### src/rtl/simdAddPkg.sv
package simdAddPkg;
  localparam int BYTES = 8;
  localparam int IDX_W = $clog2(BYTES);

  typedef enum logic [1:0] {
    FMT_B8  = 2'd0,
    FMT_B16 = 2'd1,
    FMT_B32 = 2'd2,
    FMT_B64 = 2'd3
  } laneFmtE;

  typedef struct packed {
    logic             load;
    logic             isSub;
    logic             clampEn;
    logic             signedMode;
    logic [BYTES-1:0] laneStart;
    logic [IDX_W-1:0] laneMask;
  } simdStrobesT;
endpackage

### src/rtl/simdAddCtrl.sv
module simdAddCtrl
  import simdAddPkg::*;
(
  input  logic        clk,
  input  logic        rstN,
  input  logic        inValid,
  input  logic [1:0]  laneFmt,
  input  logic        subSel,
  input  logic        satEn,
  input  logic        signedSat,
  output simdStrobesT strobes,
  output logic        outValid
);
  logic [IDX_W-1:0] laneMask;

  // Byte index bits below the lane width are the offset within a lane.
  always_comb begin
    for (int k = 0; k < IDX_W; k++) begin
      laneMask[k] = (int'(laneFmt) > k);
    end
  end

  always_comb begin
    strobes.load       = inValid;
    strobes.isSub      = subSel;
    strobes.signedMode = signedSat;
    strobes.laneMask   = laneMask;
    // A lane spanning the whole word never clamps.
    strobes.clampEn    = satEn && !(&laneMask);
    for (int i = 0; i < BYTES; i++) begin
      strobes.laneStart[i] = ((IDX_W'(i) & laneMask) == '0);
    end
  end

  always_ff @(posedge clk) begin
    if (!rstN) outValid <= 1'b0;
    else       outValid <= inValid;
  end
endmodule

### src/rtl/simdAddPath.sv
module simdAddPath
  import simdAddPkg::*;
#(
  parameter int DATA_W = 8 * BYTES
) (
  input  logic              clk,
  input  logic              rstN,
  input  simdStrobesT       strobes,
  input  logic [DATA_W-1:0] opA,
  input  logic [DATA_W-1:0] opB,
  output logic [DATA_W-1:0] result,
  output logic [BYTES-1:0]  ovfFlags
);
  logic [7:0]        sumB [BYTES];
  logic [BYTES-1:0]  ovfAt;
  logic [BYTES-1:0]  aSign;
  logic [DATA_W-1:0] nextRes;
  logic [BYTES-1:0]  nextFlags;

  // Byte slices; the carry is restarted at every lane start.
  always_comb begin
    logic       carry;
    logic [7:0] aB;
    logic [7:0] bB;
    logic [8:0] part;
    logic       cin;
    carry = 1'b0;
    for (int i = 0; i < BYTES; i++) begin
      aB   = opA[i*8 +: 8];
      bB   = opB[i*8 +: 8] ^ {8{strobes.isSub}};
      cin  = strobes.laneStart[i] ? strobes.isSub : carry;
      part = {1'b0, aB} + {1'b0, bB} + {8'd0, cin};
      sumB[i]  = part[7:0];
      carry    = part[8];
      aSign[i] = aB[7];
      if (strobes.signedMode)
        ovfAt[i] = (aB[7] == bB[7]) && (part[7] != aB[7]);
      else
        ovfAt[i] = part[8] ^ strobes.isSub;
    end
  end

  // Each byte takes its lane's verdict from the lane's top byte.
  always_comb begin
    logic [IDX_W-1:0] top;
    logic             isTop;
    for (int i = 0; i < BYTES; i++) begin
      top          = IDX_W'(i) | strobes.laneMask;
      isTop        = (i == int'(top));
      nextFlags[i] = ovfAt[top];
      nextRes[i*8 +: 8] = sumB[i];
      if (strobes.clampEn && ovfAt[top]) begin
        if (strobes.signedMode) begin
          if (aSign[top]) nextRes[i*8 +: 8] = isTop ? 8'h80 : 8'h00;
          else            nextRes[i*8 +: 8] = isTop ? 8'h7F : 8'hFF;
        end else begin
          nextRes[i*8 +: 8] = strobes.isSub ? 8'h00 : 8'hFF;
        end
      end
    end
  end

  always_ff @(posedge clk) begin
    if (!rstN) begin
      result   <= '0;
      ovfFlags <= '0;
    end else if (strobes.load) begin
      result   <= nextRes;
      ovfFlags <= nextFlags;
    end
  end
endmodule

### src/rtl/packedSatAdder.sv
module packedSatAdder
  import simdAddPkg::*;
#(
  parameter int DATA_W = 8 * BYTES
) (
  input  logic              clk,
  input  logic              rstN,
  input  logic              inValid,
  input  logic [1:0]        laneFmt,
  input  logic              subSel,
  input  logic              satEn,
  input  logic              signedSat,
  input  logic [DATA_W-1:0] opA,
  input  logic [DATA_W-1:0] opB,
  output logic              outValid,
  output logic [DATA_W-1:0] result,
  output logic [BYTES-1:0]  ovfFlags
);
  simdStrobesT strobes;

  simdAddCtrl u_ctrl (
    .clk(clk), .rstN(rstN), .inValid(inValid), .laneFmt(laneFmt),
    .subSel(subSel), .satEn(satEn), .signedSat(signedSat),
    .strobes(strobes), .outValid(outValid)
  );

  simdAddPath #(.DATA_W(DATA_W)) u_path (
    .clk(clk), .rstN(rstN), .strobes(strobes), .opA(opA), .opB(opB),
    .result(result), .ovfFlags(ovfFlags)
  );
endmodule

### config.mk
export PLATFORM = sky130hd
export DESIGN_NAME = packedSatAdder
export DESIGN_NICKNAME = d
export VERILOG_FILES = /design/src/rtl/simdAddPkg.sv /design/src/rtl/simdAddCtrl.sv /design/src/rtl/simdAddPath.sv /design/src/rtl/packedSatAdder.sv
export SDC_FILE = /design/constraint.sdc
export NUM_CORES = 1
export LEC_CHECK = 0
export BUFFER_PORTS_ARGS = -buffer_cell sky130_fd_sc_hd__buf_2
export CAP_MARGIN = 10
export CORE_MARGIN = 2
export CORE_UTILIZATION = 54
export CTS_CLUSTER_DIAMETER = 120
export DETAILED_ROUTE_END_ITERATION = 8
export GPL_TIMING_DRIVEN = 1
export PLACE_DENSITY = 0.83
export SYNTH_ARGS = -nofsm -noshare
export SYNTH_HDL_FRONTEND = slang
export SYNTH_HIERARCHICAL = 1
export SYNTH_SLANG_ARGS = --single-unit
### constraint.sdc
create_clock -name clk -period 20 [get_ports clk]
set_input_delay 2 -clock clk [delete_from_list [all_inputs] [get_ports clk]]
set_output_delay 2 -clock clk [all_outputs]
set_load 0.005 [all_outputs]
== Yosys cells after proc, flatten, opt, wreduce, memory -nomap -nowiden ==
Cells that the tools add are included.
Word-level totals
  input bits: 136
  output and inout bits: 73
  flip-flop bits (word level): 73
  word-level logic and storage cells: 173
Cells by class
  bitwise logic cells: 16
  magnitude comparators: 10
  equality and inequality tests: 16
  reduce and logical (&&, ||, !) cells: 30
  $add $sub $neg: 16
  muxes and demuxes: 82
Operator list (count)
  $mux 8: 39
  $add 8x8->9: 8
  $add 9x1->9: 8
  $xor 8x8->8: 8
  $mux 1: 35
  $lt 3x4->1 const B: 7
  $logic_not 3->1: 8
  $logic_and 1x1->1: 17
  $bmux 1 s2: 6
  $eq 1x1->1: 8
  $ne 1x1->1: 8
  $xor 1x1->1: 8
  $bmux 1 s3: 2
  $logic_not 2->1: 3
  $gt 2x1->1 const B: 2
  $reduce_and 3->1: 1
  $gt 2x2->1 const B: 1
  $logic_not 1->1: 1

== Logic depth before layout (Yosys ltp) ==
  word-level depth: 24
  gate-level depth with buffers: 65
  depth with buffers taken out: 60

== By module ==
The synthesis kept the hierarchy.
Modules (own cells, without submodules)
  simdAddPath: times used 1, seq. area each 1441.4 µm², area an instance 7008.0 µm², cells an instance 877
  simdAddCtrl: times used 1, seq. area each 20.0 µm², area an instance 121.4 µm², cells an instance 18

== Worst setup path before layout ==
No wires, ideal clock.
  path kind: input port to flip-flop
  from: input port subSel
  to: register u_path.result[32]
  path buffers: 5
  cell stages on the path: 65
  required time: 19.848 ns
  setup time: 0.152 ns
  path slack: 4.460 ns
  arrival: 15.388 ns
  cell sequence: buf_4 clkbuf_1 clkbuf_1 buf_1 nand2_1 fa_1 fa_1 nor2b_1 o2111a_1 nand3b_1 nand2_1 o21a_1 fa_1 fa_1 nor2b_1 o31a_1 o22ai_1 nand2_1 [... 29 more ...] fa_1 nor2b_1 o2111ai_1 a21o_1 nand2_1 mux2_2 fa_1 fa_1 a211oi_1 o21ai_1 o31ai_1 xor2_1 o32ai_1 nor4_1 a211o_1 clkbuf_1 o31ai_1 a311oi_1
Between the ends
  longest elaborated chain between the ends: 24
  elaborated cells between the ends (all ways): 57
  those cells by class: 16 x add/sub; 8 x eq/ne; 16 x mux; 12 x bitwise; 5 x reduce/logical
RTL lines
  start, declared: line packedSatAdder.sv:10  | input logic subSel,
  $xor 8x8->8: line simdAddPath.sv:30  | bB = opB[i*8 +: 8] ^ {8{strobes.isSub}};
  $add 8x8->9: line simdAddPath.sv:32  | part = {1'b0, aB} + {1'b0, bB} + {8'd0, cin};
  $add 9x1->9: line simdAddPath.sv:32
  $mux 1: line simdAddPath.sv:31  | cin = strobes.laneStart[i] ? strobes.isSub : carry;
  $add 9x1->9: line simdAddPath.sv:32
  $mux 1: line simdAddPath.sv:31
  $add 9x1->9: line simdAddPath.sv:32
  $mux 1: line simdAddPath.sv:31
  [... 8 more ...]
  $add 9x1->9: line simdAddPath.sv:32
  $ne 1x1->1: line simdAddPath.sv:37  | ovfAt[i] = (aB[7] == bB[7]) && (part[7] != aB[7]);
  $logic_and 1x1->1: line simdAddPath.sv:37
  $mux 1: line simdAddPath.sv:36  | if (strobes.signedMode)
  $bmux 1 s2: line simdAddPath.sv:52  | if (strobes.clampEn && ovfAt[top]) begin
  $mux 1 (not written as such): line simdAddPath.sv:52
  $logic_and 1x1->1: line simdAddPath.sv:52
  $mux 8 (*): line simdAddPath.sv:52
  end signal, assigned: line simdAddPath.sv:68  | result <= nextRes;
  end, declared: line simdAddPath.sv:11  | output logic [DATA_W-1:0] result,
Mark *: on every way between the ends. The rest lies on a longest branch, timed or not. The select of a mux whose other input is x is not followed.
A chain may end at the register's enable or synchronous reset.

== Worst setup path after layout ==
  from: input port subSel
  to: register u_path.result[19]
The elaborated chain is that of the path after synthesis.

==> flow_summary.ini <==
[route]
wl_per_cell_um = 16.5
drt-pass1-iter-count = 5
totalWireLength_um = 20400
drcViolationCount = 0
vias = 7231
vias_per_cell = 5.83
ant_nets = 0
drt_iter0_drc = 585

[cells_and_area]
fill_cells = 1112
multi_input_area_um2 = 5300
final_cells = 1241
fin_nets = 1272
utilization_pct = 66.9
area_delta_synth_final_pct = 19.8
drive_gt1_share_pct = 22.5
antenna_cells = 0
regArea_um2 = 1460

[yosys]
syn-cell-area_um2 = 7130
synth_edf_count = 0
synth_simple_gate_area_share_pct = 17.5
yosysTopAreaCell = dfxtp_1
yosysSeqAreaShare_pct = 20.5
synth_cells = 895
syn_nets = 1103
synth_top_family_by_area = compound AO/OA/AOI/OAI gates
synthTopCellsByArea = dfxtp_1 20%, ha_1 9.8%, xor2_1 9.3%, a21oi_1 4.6%, fa_1 4.5%
synthXorXnorAreaFrac_pct = 13.0
synth.top_cell.area_share_pct = 20.5
ys.flop_type = dfxtp_1
yosys_warnings = 6
synth_adder_area_share_pct = 14.3
synth_compound_area_share_pct = 25.7
syn_area_per_cell_um2 = 7.97
synth_cell_types = 74
async_flop_share_pct = 0
synthMuxAreaShare_pct = 3.74
ys_ff_latch = 73

[worst_hold_path]
whs_path_depth = 2
hold_class = reg -> reg
worstHoldStart = u_path/result[44]
holdPathEnd = u_path/result[44]

[timing]
slew_violations = 0
period_share_pct = 83.2
whs_ns = 0.458
worstMarginPinSlew_ns = 0.946
rsz0062_at_grt = false
max_freq_mhz = 60.1
setup_violations = 0
hold_viol = 0
setup_tns_ns = 0
slew_headroom_pct = 36.9
clock_skew_ns = 0
period_needed_ns = 16.64

[global_route]
grt_pass1_wl_um = 32600
grt_start_max_net_pins = 70
grt_use_total_pct = 28.1
antenna_found_initial = 0
grt_overflow = 0
first_global_vias = 6633

[pwr]
internal-power_mw = 0.408
comb_power_share_pct = 42.6
leakage_nw = 4.02
p_per_area_nw_per_um2 = 74.3
clkPwrFrac_pct = 29.9
seq_power_share_pct = 27.5
p_sw_share_pct = 35.7
switchingPower_mw = 0.226
peakVddDrop_uv = 43.1

[setup_path]
r2r_start = u_path/result[47]
cp.required_ns = 20.18
cpPeakStageDelay_ns = 0.78
cp-start-kind = input pin
crit_type = in -> reg
arrival_ns = 16.82
slowest_stage = o31ai_1
cp-end-kind = register
rr_worst_depth = 3
ff2ff_setup_slack_ns = 19.15
crit_top_cell = fa_1
crit_path_max_fanout = 35
rr_endpoint = u_path/result[47]
critPathLaunch = subSel

[place]
dp.cells = 1225
port-buffer-count = 208
hpwl_um = 15300
gp_congestion = 0.923

[floorplanning]
die_w_um = 119
core_um2 = 12800
fp.dieH_um = 119
initial_core_util_pct = 55.8
io_pins = 209
fp-row-count = 41
die_area_um2 = 14100

[cts]
cts_max_level = 3
cts_tree = yes
holdBufCountCts = 0
cts_buffer_depth = 2
clock-root-buffer = clkbuf_16
clk_transition_reported_paths_ns = 0.06
cts-buffers-inserted = 9
cts_sinks = 73
cts_setup_buffers = 0
clock_latency_ns = 0.33
ctsResizeCount = 0

[outcome]
status = finished, final reports clean

[job]
maxCapViolCount = 0
[power by group through the flow]
stage	sequential [mW]	combinational, mW	clock [mW]
global route	0.177	0.299	0.196
floorplan	0.178	0.187	0
global placement	0.177	0.259	0
CTS	0.175	0.268	0.190
detailed placement	0.177	0.265	0
finish	0.175	0.270	0.190
[cells in the final DEF, fill, tap and decap left out, drive strengths merged, types with 3 or more instances in the layout]
cell type | Yosys | layout
a2111oi | 3 | 3
a211o | 6 | 6
a211oi | 14 | 14
a21o | 15 | 15
a21oi | 66 | 66
a311oi | 15 | 15
a31oi | 5 | 5
and2 | 6 | 6
and3 | 4 | 4
buf | 12 | 213
bufinv | 0 | 3
clkbuf | 43 | 10
clkinv | 2 | 3
dfxtp | 73 | 73
fa | 16 | 16
ha | 56 | 56
inv | 35 | 36
mux2i | 21 | 21
nand2 | 56 | 56
nand2b | 26 | 26
nand3 | 14 | 14
nand3b | 3 | 3
nor2 | 78 | 78
nor2b | 20 | 20
nor3 | 19 | 19
nor3b | 5 | 5
o211ai | 10 | 10
o21a | 18 | 18
o21ai | 65 | 65
o221ai | 4 | 4
o22a | 3 | 3
o22ai | 14 | 14
o311ai | 3 | 3
o31a | 10 | 10
o31ai | 6 | 6
or2 | 3 | 3
or3 | 3 | 3
or4 | 5 | 5
xnor2 | 30 | 30
xor2 | 76 | 76
[synth_stat cells, types with 16 or more instances]
cell type and number:
xor2_1 76, nor3_1 19, fa_1 16, a21oi_1 66
nor2_1 78, xnor2_1 30, inv_1 35, nor2b_1 19
clkbuf_1 43, ha_1 56, o21a_1 18, mux2i_1 21
o21ai_0 62, dfxtp_1 73, nand2b_1 26, nand2_1 56
[cell type report]
type,count,area share (%)
Clock buffer,10,2.68
Tap cell,172,2.52
Timing Repair Buffer,213,12.7
Sequential cell,73,17.1
Multi-Input combinational cell,730,62.0
Inverter,37,1.63
Clock inverter,6,1.35
[metrics by stage]
| stage | setup WS (ns) | total power, mW | area [um2] |
|---|---|---|---|
| finish | 3.36 | 0.635 | 8540 |
| global placement | 3.74 | 0.437 | 8200 |
| floorplan | 4.46 | 0.365 | 7130 |
| CTS | 3.41 | 0.632 | 8540 |
| global route | 2.34 | 0.672 | 8540 |
| detailed placement | 3.18 | 0.442 | 8200 |
[how the worst max path moves through the flow]
stage,to,slack [ns],cells past startpoint
floorplan,u_path/result[32],4.46,65
global placement,u_path/result[17],3.74,62
detailed placement,u_path/result[19],3.18,62
CTS,u_path/result[19],3.41,62
global route,u_path/result[19],2.34,62
finish,u_path/result[19],3.36,62
[worst max-delay path, delay by kind of cell]
| family | cells | cell delay (ns) |
|---|---|---|
| multiplexers | 1 | 0.15 |
| AO/OA/AOI/OAI | 25 | 4.89 |
| buffers and inverters | 2 | 0.61 |
| XOR/XNOR | 1 | 0.17 |
| AND/OR/NAND/NOR | 17 | 2.35 |
| adder cells (fa/ha/maj) | 16 | 6.62 |
[sequential cells by signal, summed over array words and instances, names as in the netlist]
name and cells:
u_ctrl/outValid 1, u_path/ovfFlags 8, u_path/result 64
[cell families after synthesis]
logic type / count (synthesis)
buffers and inverters: 92
other: 1
multiplexers: 24
adder cells (fa/ha/maj): 72
AO/OA/AOI/OAI: 275
AND/OR/NAND/NOR: 252
flip-flops: 73
XOR/XNOR: 106
[routing by layer]
layer	global-route usage, %	up-vias	share of wire (%)
li1	-	3552	-
met1	37.2	3370	45
met2	46.9	278	47
met3	4.26	31	6.3
met4	9.00	0	1.9
met5	0	-	0
No activity file was read; power rests on OpenSTA's default activity.
